$ cat config.mk
export PLATFORM = sky130hd
export DESIGN_NAME = oneshot_pulse
export DESIGN_NICKNAME = d
export VERILOG_FILES = /design/src/rtl/oneshot_pulse.sv
export SDC_FILE = /design/constraint.sdc
export NUM_CORES = 1
export LEC_CHECK = 0
export BUFFER_PORTS_ARGS = -buffer_cell sky130_fd_sc_hd__clkbuf_2
export CORE_UTILIZATION = 53
export DETAILED_ROUTE_END_ITERATION = 6
export GPL_TIMING_DRIVEN = 0
export PLACE_DENSITY = 0.76
export SLEW_MARGIN = 20
export SYNTH_ARGS = -nofsm -noshare
export SYNTH_HDL_FRONTEND = slang
export SYNTH_SLANG_ARGS = --single-unit
$ cat constraint.sdc
create_clock -name clk -period 2.6 [get_ports clk]
set_clock_uncertainty 0.15 [all_clocks]
set_input_delay 0.13 -clock clk [delete_from_list [all_inputs] [get_ports clk]]
set_output_delay 0.13 -clock clk [all_outputs]
set_load 0.01 [all_outputs]
$ cat src/rtl/oneshot_pulse.sv
module oneshot_pulse #(
  parameter int W = 8
) (
  input  logic         clk,
  input  logic         rst_n,
  input  logic         gate_lo_n,
  input  logic         gate_hi,
  input  logic         clear_n,
  input  logic [W-1:0] width,
  output logic         q,
  output logic         q_n
);

  // [0] first sync flop, [1] synchronized level, [2] previous synchronized level
  logic [2:0] a_sr, b_sr, c_sr;
  logic [W-1:0] cnt, cnt_nxt;
  logic a_s, a_p, b_s, b_p, c_s, c_p;
  logic trig;

  always_ff @(posedge clk or negedge rst_n) begin
    if (!rst_n) begin
      a_sr <= '1;
      b_sr <= '0;
      c_sr <= '1;
    end else begin
      a_sr <= {a_sr[1:0], gate_lo_n};
      b_sr <= {b_sr[1:0], gate_hi};
      c_sr <= {c_sr[1:0], clear_n};
    end
  end

  assign a_s = a_sr[1];
  assign a_p = a_sr[2];
  assign b_s = b_sr[1];
  assign b_p = b_sr[2];
  assign c_s = c_sr[1];
  assign c_p = c_sr[2];

  assign trig = c_s & ( (b_s & ~b_p & ~a_s)
                      | (~a_s & a_p & b_s)
                      | (~c_p & ~a_s & b_s) );

  always_comb begin
    if (!c_s)             cnt_nxt = '0;
    else if (trig)        cnt_nxt = width;
    else if (cnt != '0)   cnt_nxt = cnt - 1'b1;
    else                  cnt_nxt = cnt;
  end

  always_ff @(posedge clk or negedge rst_n) begin
    if (!rst_n) begin
      cnt <= '0;
      q   <= 1'b0;
    end else begin
      cnt <= cnt_nxt;
      q   <= (cnt_nxt != '0);
    end
  end

  assign q_n = ~q;

endmodule

==> metrics.cfg <==
[min_path]
hp-class=in2reg
whs_path_depth=4

[clock_tree]
path_clk_slew_ns=0.10
cts_setup_buffers=0
ctsLongestPathBuffers=2
cts_tree=yes
clock_latency_ns=0.30
cts_resized=0
cts.sinks=18
htree_levels=1
cts_buffers=3
cts_root_buffer=clkbuf_4

[cells_and_area]
seqCellArea_sq_um=457.9
final_common_cell=clkbuf_2
design_area_sq_um=1060
antenna_cells=0
nets=115
multiInputGateArea_sq_um=387.9
layout_common_cells=14 x clkbuf_2, 12 x dfrtp_1
fillCellCount=105
drive_gt1_frac=0.3030
area_delta_synth_final_pct=19.97

[route]
first_pass_iters=4
drc=0
antenna_left=0
routed_via_density=5.791
drt_iter0_drc=18
num_vias=666
totalWireLength_um=1702
wl_per_cell_um=14.80

[die]
die_h_um=42.83
num_rows=14
fp.dieW_um=42.83
io_pins=15
core_sq_um=1524
initial_core_util=0.5796
dieArea_sq_um=1834

[sta]
hold-worst-slack_ns=0.05375
setup-violations-final=0
finalHoldViolations=0
setup_tns_ns=0
slew_headroom=0.6827
min_period_ns=2.260
finalCritPeriodShare=0.8693
rsz0062_at_grt=no
worstMarginPinSlew_ns=0.4749
fmax_mhz=442.5
slew_violations=0

[global_routing]
grt_pass1_wl_um=2842
overflow=0
grt_max_degree=19
grt_antenna_before_repair=0
track_usage=0.2124
first_global_vias=654

[synth]
synth-edff-count=0
synth_xor_area_frac=0.04958
synth_mux_area_frac=0
synth_cell_types=30
synth_top_family_by_area=simple AND/OR/NAND/NOR gates
syn_nets=91
synth_cells=76
ys_async_sr_fraction=1.000
synth.avg_cell_area_sq_um=11.62
synth-adder-area-share=0.02833
synthSimpleGateAreaFrac=0.2323
ys_ff_latch=18
synth-compound-area-share=0.1289
synth_area_sq_um=883.3
ys.flop_type=dfrtp_1
yosys_warnings=0
seq_area_frac_synth=0.5184

[setup_path]
cp-start-kind=flip-flop
r2r_slack_ns=0.34
cp-end-kind=flip-flop
crit_type=reg2reg
reg2reg_depth=7
cp.required_ns=2.62
path_max_fanout=5
cp_data_arrival_time_ns=2.28

[placed_design]
dp_hpwl_um=1170
port-buffer-count=14
gp_congestion=0.7961
place_area_sq_um=973.4

[run]
cap_violations=0

[power_and_ir_drop]
p_leak_nw=0.4793
intPower_mw=0.6615
power_switching_mw=0.3937
swShare=0.3731
p_per_area_nw_per_um2=995.8
clock_power_share=0.162
p_seq_frac=0.377
peakVddDrop_v=0.0005165
combPwrFrac=0.461

[run_status]
outcome=finished clean

-- critical path, cell delays in order (launching register included) --
cell	delay, ns
dfrtp_1	0.40
inv_1	0.12
ha_1	0.19
nor3b_1	0.43
and2_1	0.29
nor2_1	0.10
a32o_1	0.28
nand4b_1	0.17
-- cells in the mapped netlist (2+ instances only) --
cell type  instances  area, sq um
o31ai_1            6        45.04
and2_1             6        37.54
ha_1               2        25.02
nand3_1            6        30.03
nor2_1             3        11.26
and3_1             3        18.77
dfrtp_1           12        300.3
buf_6              2        22.52
inv_1              3        11.26
nor3b_1            2        15.01
dfstp_2            6        157.7
nand3b_1           2        15.01
xnor2_1            5        43.79
nor3_1             2        10.01
-- cells by family (layout without fill, tap and decap cells) --
kind of cell / count (synthesis) / count (layout)
AOI/OAI and AO/OA: 14 / 14
xor gates and xnor gates: 5 / 5
adders and majority gates: 2 / 2
buffers and inverters: 6 / 29
DFF: 18 / 18
and+or+nand+nor: 31 / 31
-- state kept, by name, summed over array words and instances, names as in the netlist --
register,flops
q,1
a_sr,3
cnt,8
b_sr,3
c_sr,3
-- stage by stage --
stage | util | instances | total power, mW | setup slack [ns]
floorplan | - | 76 | 0.7630 | 0.6177
global placement | 0.6388 | 106 | 0.8503 | 0.5107
detailed placement | 0.6388 | 106 | 0.8675 | 0.4262
CTS | 0.6954 | 115 | 1.049 | 0.3770
global route | 0.6954 | 115 | 1.123 | 0.2068
finish | 0.6954 | 115 | 1.055 | 0.3399
-- layer usage --
metal	GRT usage	wire length (um)	vias to the layer above	share of wire
met5	0	0	-	0
met3	0.05106	79	6	0.046
li1	-	-	321	-
met1	0.2715	766	313	0.45
met4	0.1063	35	0	0.021
met2	0.3333	822	26	0.48
-- layout make-up --
| type | count | area share |
|---|---|---|
| plain buffers | 3 | 0.02479 |
| flip-flops and latches | 18 | 0.4321 |
| well taps | 16 | 0.01889 |
| clock buffers | 4 | 0.03424 |
| multi-input cells | 52 | 0.3660 |
| inverters | 3 | 0.01063 |
| repair buffers | 19 | 0.1133 |
-- worst paths after layout --
kind / end / start
max: q / cnt[0]
min: cnt[1] / width[1]
max reg2reg: q / cnt[0]
min reg2reg: b_sr[1] / b_sr[0]
max in group asynchronous: c_sr[0] / rst_n
min in group asynchronous: b_sr[1] / rst_n
-- what timing repair did --
item	in CTS	in global routing
endpoints found under the setup margin	0	0
hold buffers	5	0
endpoints found under the hold margin	22	0
-- power by group through the flow --
stage,logic (mW),clock network (mW),registers [mW]
6_report,0.487,0.171,0.397
5_1_grt,0.531,0.187,0.405
4_1_cts,0.478,0.175,0.397
3_5_place_dp,0.465,0,0.402
3_3_place_gp,0.450,0,0.400
2_1_floorplan,0.369,0,0.394
Note: power is estimated with default switching activity, not from simulation.
